## config.mk

```make
export PLATFORM = sky130hd
export DESIGN_NAME = irq_vector_seq
export DESIGN_NICKNAME = d
export VERILOG_FILES = /design/src/rtl/ivs_pkg.sv /design/src/rtl/ivs_arbiter.sv /design/src/rtl/ivs_stack_ptr.sv /design/src/rtl/ivs_bus_drive.sv /design/src/rtl/irq_vector_seq.sv
export SDC_FILE = /design/constraint.sdc
export NUM_CORES = 1
export LEC_CHECK = 0
export BUFFER_PORTS_ARGS = -buffer_cell sky130_fd_sc_hd__buf_2
export CAP_MARGIN = 10
export CELL_PAD_IN_SITES_DETAIL_PLACEMENT = 1
export CELL_PAD_IN_SITES_GLOBAL_PLACEMENT = 2
export CORE_UTILIZATION = 34
export DETAILED_ROUTE_END_ITERATION = 16
export GPL_TIMING_DRIVEN = 0
export PLACE_DENSITY_LB_ADDON = 0.2
export SLEW_MARGIN = 20
export SYNTH_ARGS = -nofsm -noshare
export SYNTH_HDL_FRONTEND = slang
export SYNTH_HIERARCHICAL = 1
export SYNTH_SLANG_ARGS = --single-unit
```

## constraint.sdc

```tcl
create_clock -name clk -period 4.48 [get_ports clk]
set_input_delay 0.896 -clock clk [delete_from_list [all_inputs] [get_ports clk]]
set_output_delay 0.896 -clock clk [all_outputs]
set_load 0.01 [all_outputs]
```

## src/rtl/ivs_pkg.sv

```systemverilog
// Package: shared types and fixed constants of the interrupt sequencer.
// Assumes an 8-bit data path and a 16-bit address space.
package ivs_pkg;
    localparam int DATA_W = 8;
    localparam int ADDR_W = 16;

    // status bit positions used by the sequencer
    localparam int ST_I = 2;
    localparam int ST_B = 4;

    // fixed handler vector slots (low byte address)
    localparam logic [ADDR_W-1:0] VEC_NMI   = 16'hFFFA;
    localparam logic [ADDR_W-1:0] VEC_RESET = 16'hFFFC;
    localparam logic [ADDR_W-1:0] VEC_IRQ   = 16'hFFFE;

    typedef enum logic [3:0] {
        S_BOOT, S_IDLE,
        S_PUSH_H, S_PUSH_L, S_PUSH_P,
        S_VEC_L, S_VEC_H,
        S_POP_P, S_POP_L, S_POP_H,
        S_LOAD
    } seq_state_e;

    typedef enum logic [2:0] {
        K_NONE, K_RESET, K_NMI, K_IRQ, K_BRK, K_RTI
    } src_kind_e;

    // Vector slot for a given entry source.
    function automatic logic [ADDR_W-1:0] vec_base(input src_kind_e k);
        case (k)
            K_NMI:   return VEC_NMI;
            K_RESET: return VEC_RESET;
            default: return VEC_IRQ;
        endcase
    endfunction
endpackage

```

## src/rtl/ivs_arbiter.sv

```systemverilog
// Module: ivs_arbiter
// Picks one request in fixed priority NMI > IRQ > BRK > RTI.
// Assumes requests are levels held by the core; IRQ is gated by the
// interrupt-disable flag, the others are not.
module ivs_arbiter
    import ivs_pkg::*;
(
    input  logic      nmi,
    input  logic      irq,
    input  logic      brk,
    input  logic      rti,
    input  logic      i_flag,
    output src_kind_e pick
);
    // Fixed-priority selection of the winning source.
    always_comb begin
        if (nmi)                 pick = K_NMI;
        else if (irq && !i_flag) pick = K_IRQ;
        else if (brk)            pick = K_BRK;
        else if (rti)            pick = K_RTI;
        else                     pick = K_NONE;
    end
endmodule

```

## src/rtl/ivs_stack_ptr.sv

```systemverilog
// Module: ivs_stack_ptr
// Holds the 8-bit stack pointer. Push post-decrements, pop pre-increments,
// both wrapping within 8 bits. Assumes push and pop are never both high.
module ivs_stack_ptr #(
    parameter int          SP_W     = 8,
    parameter logic [SP_W-1:0] SP_RESET = 8'hFD
) (
    input  logic            clk,
    input  logic            rst_n,
    input  logic            push,
    input  logic            pop,
    output logic [SP_W-1:0] sp,
    output logic [SP_W-1:0] sp_up
);
    // Pointer register with wrap-around update.
    always_ff @(posedge clk) begin
        if (!rst_n)    sp <= SP_RESET;
        else if (push) sp <= sp - 1'b1;
        else if (pop)  sp <= sp + 1'b1;
    end

    // Address a pop reads: the incremented pointer.
    always_comb sp_up = sp + 1'b1;
endmodule

```

## src/rtl/ivs_bus_drive.sv

```systemverilog
// Module: ivs_bus_drive
// Turns the sequencer state into memory port strobes, address and write
// data, plus push/pop pulses for the stack pointer. Purely combinational.
// Assumes the stack lives in page STACK_PAGE.
module ivs_bus_drive
    import ivs_pkg::*;
#(
    parameter logic [7:0] STACK_PAGE = 8'h01
) (
    input  seq_state_e        state,
    input  src_kind_e         kind,
    input  logic [7:0]        sp,
    input  logic [7:0]        sp_up,
    input  logic [ADDR_W-1:0] pc_hold,
    input  logic [DATA_W-1:0] st_hold,
    output logic [ADDR_W-1:0] addr,
    output logic              we,
    output logic              re,
    output logic [DATA_W-1:0] wdata,
    output logic              push,
    output logic              pop
);
    logic [ADDR_W-1:0] vec;
    logic [DATA_W-1:0] st_pushed;

    // Vector slot and the status byte with B replaced by the source type.
    always_comb begin
        vec       = vec_base(kind);
        st_pushed = st_hold;
        st_pushed[ST_B] = (kind == K_BRK);
    end

    // Per-state bus drive.
    always_comb begin
        addr  = '0;
        we    = 1'b0;
        re    = 1'b0;
        wdata = '0;
        push  = 1'b0;
        pop   = 1'b0;
        case (state)
            S_PUSH_H: begin
                we = 1'b1; push = 1'b1; addr = {STACK_PAGE, sp};
                wdata = pc_hold[15:8];
            end
            S_PUSH_L: begin
                we = 1'b1; push = 1'b1; addr = {STACK_PAGE, sp};
                wdata = pc_hold[7:0];
            end
            S_PUSH_P: begin
                we = 1'b1; push = 1'b1; addr = {STACK_PAGE, sp};
                wdata = st_pushed;
            end
            S_VEC_L: begin
                re = 1'b1; addr = vec;
            end
            S_VEC_H: begin
                re = 1'b1; addr = vec | 16'h0001;
            end
            S_POP_P, S_POP_L, S_POP_H: begin
                re = 1'b1; pop = 1'b1; addr = {STACK_PAGE, sp_up};
            end
            default: ;
        endcase
    end
endmodule

```

## src/rtl/irq_vector_seq.sv

```systemverilog
// Module: irq_vector_seq (top)
// Sequences reset, NMI, IRQ and break entry (push PC and status, fetch the
// vector) and the three pops of a return. Assumes a synchronous memory
// whose read data is valid the cycle after mem_re, and a core that holds
// requests until it sees busy or done.
module irq_vector_seq
    import ivs_pkg::*;
#(
    parameter logic [7:0] SP_RESET   = 8'hFD,
    parameter logic [7:0] STACK_PAGE = 8'h01
) (
    input  logic              clk,
    input  logic              rst_n,
    input  logic              boundary,
    input  logic              nmi_req,
    input  logic              irq_req,
    input  logic              brk_req,
    input  logic              rti_req,
    input  logic [ADDR_W-1:0] pc_in,
    input  logic [DATA_W-1:0] status_in,
    output logic [ADDR_W-1:0] mem_addr,
    output logic              mem_we,
    output logic              mem_re,
    output logic [DATA_W-1:0] mem_wdata,
    input  logic [DATA_W-1:0] mem_rdata,
    output logic              busy,
    output logic              done,
    output logic [ADDR_W-1:0] pc_out,
    output logic [DATA_W-1:0] status_out,
    output logic [7:0]        sp_out
);
    seq_state_e        state;
    src_kind_e         kind;
    src_kind_e         pick;
    logic [ADDR_W-1:0] pc_hold;
    logic [DATA_W-1:0] st_hold;
    logic [DATA_W-1:0] lo_byte;
    logic [DATA_W-1:0] pop_st;
    logic [7:0]        sp;
    logic [7:0]        sp_up;
    logic              push;
    logic              pop;

    ivs_arbiter u_arb (
        .nmi    (nmi_req),
        .irq    (irq_req),
        .brk    (brk_req),
        .rti    (rti_req),
        .i_flag (status_in[ST_I]),
        .pick   (pick)
    );

    ivs_stack_ptr #(.SP_W(8), .SP_RESET(SP_RESET)) u_sp (
        .clk   (clk),
        .rst_n (rst_n),
        .push  (push),
        .pop   (pop),
        .sp    (sp),
        .sp_up (sp_up)
    );

    ivs_bus_drive #(.STACK_PAGE(STACK_PAGE)) u_bus (
        .state   (state),
        .kind    (kind),
        .sp      (sp),
        .sp_up   (sp_up),
        .pc_hold (pc_hold),
        .st_hold (st_hold),
        .addr    (mem_addr),
        .we      (mem_we),
        .re      (mem_re),
        .wdata   (mem_wdata),
        .push    (push),
        .pop     (pop)
    );

    // Sequencer state, captured context and result registers.
    always_ff @(posedge clk) begin
        if (!rst_n) begin
            state      <= S_BOOT;
            kind       <= K_RESET;
            pc_hold    <= '0;
            st_hold    <= '0;
            lo_byte    <= '0;
            pop_st     <= '0;
            pc_out     <= '0;
            status_out <= 8'h04;
            done       <= 1'b0;
        end else begin
            done <= 1'b0;
            case (state)
                S_BOOT:   state <= S_VEC_L;
                S_IDLE: begin
                    if (boundary && pick != K_NONE) begin
                        kind    <= pick;
                        pc_hold <= pc_in;
                        st_hold <= status_in;
                        state   <= (pick == K_RTI) ? S_POP_P : S_PUSH_H;
                    end
                end
                S_PUSH_H: state <= S_PUSH_L;
                S_PUSH_L: state <= S_PUSH_P;
                S_PUSH_P: state <= S_VEC_L;
                S_VEC_L:  state <= S_VEC_H;
                S_VEC_H: begin
                    lo_byte <= mem_rdata;
                    state   <= S_LOAD;
                end
                S_POP_P:  state <= S_POP_L;
                S_POP_L: begin
                    pop_st <= mem_rdata;
                    state  <= S_POP_H;
                end
                S_POP_H: begin
                    lo_byte <= mem_rdata;
                    state   <= S_LOAD;
                end
                S_LOAD: begin
                    pc_out <= {mem_rdata, lo_byte};
                    done   <= 1'b1;
                    if (kind == K_RTI) begin
                        status_out <= pop_st;
                    end else begin
                        status_out <= st_hold | (8'h01 << ST_I);
                    end
                    state <= S_IDLE;
                end
                default:  state <= S_IDLE;
            endcase
        end
    end

    // Externally visible busy and pointer.
    always_comb begin
        busy   = (state != S_IDLE);
        sp_out = sp;
    end
endmodule

```

==> metrics.yaml <==
outcome: "complete, no violations"
p_leak_nw: 2.20
rsz0062_at_grt: "no"
ys_async_sr_fraction: 0
numPortBuffers: 97
areaGrowthSynthToFinish_pct: 24.7
vdd_drop_max_mv: 0.261
fmax_mhz: 316
r2r_start: "state[2]"
postLayoutCoreUtil: 0.438
period_minus_slack_ns: 3.16
worstHoldPathType: "reg2reg"
chipWidth_um: 111
crit_chain: "nor4b_2 -> a222oi_1 -> inv_1 -> buf_2"
cts_buffers: 9
final_common_cell: "nand2_1"
ant_nets: 0
seq_power_share: 0.318
io_pins: 99
path_clk_slew_ns: 0.06
drt-initial-drc-count: 121
cp_slowest_cell: "nor4b_2"
avgViaCountPerCell: 5.04
worstMarginPinSlew_ns: 0.841
post-route-drc-count: 0
cts_hold_buf: 0
die_area_mm2: 0.0123
numClockSinks: 80
clk_path_buf_depth: 2
die_h_um: 111
min_from: "pc_out[0]"
grt_pass1_wl_um: 19100
reg2reg_to: "u_sp/sp[6]"
clockRootBuffer: "clkbuf_16"
cts_tree: "yes"
grt.overflow.total: 0
vias: 3646
first_pass_iters: 4
syn_inst: 467
hpwl_um: 8530
slew_violations: 0
nets: 616
synth_top_cell_by_area: "dfxtp_1"
hold_viol_final: 0
tns_ns: 0
p_switching_uw: 925
p_clk_frac: 0.298
arrival_ns: 2.27
relSlewSlack: 0.438
synth-seq-cells: 80
yosys_warnings: 6
critPathKind: "reg2out"
p_per_area_mw_per_mm2: 543
reg2regPathDepth: 5
max-cap-violations: 0
switching_share: 0.339
grtUsageTotal: 0.194
slowest_delay_ns: 0.78
design.core.area_mm2: 0.0115
htreeDepth: 3
startpoint_type: "flop"
post_cts_buffers: 0
grt_pass1_vias: 3734
antenna_cells: 0
fp-row-count: 39
ctsResizeCount: 0
fin_skew_ns: 0.00635
final_cell_mix: "nand2_1, buf_2, dfxtp_1"
rrSetupSlack_ns: 2.05
finalCritPeriodShare: 0.706
cp_max_fo: 13
grt_max_degree: 18
comb_power_share: 0.384
synth_edf_count: 0
worst_setup_path_end_kind: "primary output"
cp.required_ns: 3.58
synth.distinct_cells: 64
ys_seq_area_frac: 0.398
ys.flop_type: "dfxtp_1"
syn-cell-area_mm2: 0.00403
hold_depth: 2
hold_end: "pc_out[0]"
synth_area_leaders: "dfxtp_1, nand2_1, mux2i_1"
initial_utilization: 0.351
wire_per_inst_um: 15.8
synth_top_area_share: 0.398
grt_antenna_before_repair: 0
gp_congestion: 0.761
totalWireLength_um: 11400
internal_power_mw: 1.80
clk_latency_ns: 0.34
drive_gt1_frac: 0.284
postSynthAreaPerCell_um2: 8.62
syn_nets: 508
setup_viol: 0
-- power groups by stage --
stage               Combinational (mW)  Clock (mW)  Sequential [mW]
finish                            1.05       0.812            0.867
floorplan                        0.761           0            0.858
global placement                  1.03           0            0.877
global route                      1.15       0.861            0.878
detailed placement                1.05           0            0.883
CTS                               1.06       0.830            0.867
-- stage by stage --
stage	std cells	power, mW	setup slack, ns	cell area [um2]	hold slack [ns]
6_report	723	2.73	1.32	5020	0.453
5_1_grt	723	2.89	1.16	5020	0.474
4_1_cts	723	2.75	1.33	5020	0.457
3_5_place_dp	707	1.93	1.69	4690	0.448
3_3_place_gp	707	1.91	1.69	4690	0.442
2_1_floorplan	467	1.62	2.07	4030	0.432
-- final cells by class --
| class | count | area, um2 |
|---|---|---|
| fill | 1383 | 6440 |
| multi-input combinational | 332 | 2110 |
| sequential | 80 | 1600 |
| timing repair buffer | 97 | 485 |
| buffer | 41 | 259 |
| clock buffer | 11 | 253 |
| tap | 143 | 179 |
| clock inverter | 5 | 78.8 |
| inverter | 14 | 52.6 |
-- Yosys cell counts, drive strengths merged (2+ instances only) --
cell type    n
nand2      131
dfxtp       80
mux2i       42
a21oi       39
buf         29
inv         14
nor2        14
clkbuf      12
o21ai       11
a221o        7
a222oi       7
nand2b       7
xnor2        7
xor2         6
nor3         5
and3         4
nor3b        4
and4bb       3
mux2         3
nand3        3
nor4b        3
o31ai        3
a22oi        2
and4b        2
ha           2
nand3b       2
nor2b        2
nor4bb       2
o21bai       2
-- worst max-delay path: cells and delay by family (launching register included) --
family	cells	cell delay, ns
buffers and inverters	2	0.27
AO/OA/AOI/OAI	1	0.28
flip-flops	1	0.62
AND/OR/NAND/NOR	1	0.78
-- flip-flops by register name, indices dropped and copies added (netlist names) --
signal	cells
pop_st	8
pc_out	16
lo_byte	8
state	4
pc_hold	16
done	1
st_hold	8
u_sp/sp	8
status_out	8
kind	3
-- metal layers --
layer  routed length [um]  GRT usage
met2                 5190      0.309
met1                 5690      0.268
met5                    0          0
met4                  161     0.0693
met3                  366     0.0262
-- cell families (layout without fill, tap and decap cells) --
logic type | count (synthesis) | count (layout) | share of synthesized area
compound gates | 82 | 82 | 0.141
xor+xnor | 13 | 13 | 0.0283
simple gates | 190 | 190 | 0.236
fa+ha+maj | 2 | 2 | 0.00621
mux | 45 | 45 | 0.114
buf+inv | 55 | 168 | 0.0774
flops | 80 | 80 | 0.398
-- worst max-delay path by stage --
stage                   from            to  slack, ns  cells after the start
floorplan           state[3]   mem_addr[3]       2.07                      4
global placement    state[2]  mem_wdata[1]       1.69                      4
detailed placement  state[2]  mem_wdata[6]       1.69                      4
CTS                 state[2]  mem_addr[15]       1.33                      4
global route        state[2]  mem_addr[15]       1.16                      4
finish              state[2]  mem_wdata[1]       1.32                      4
Power figures use the tool's default switching activity.
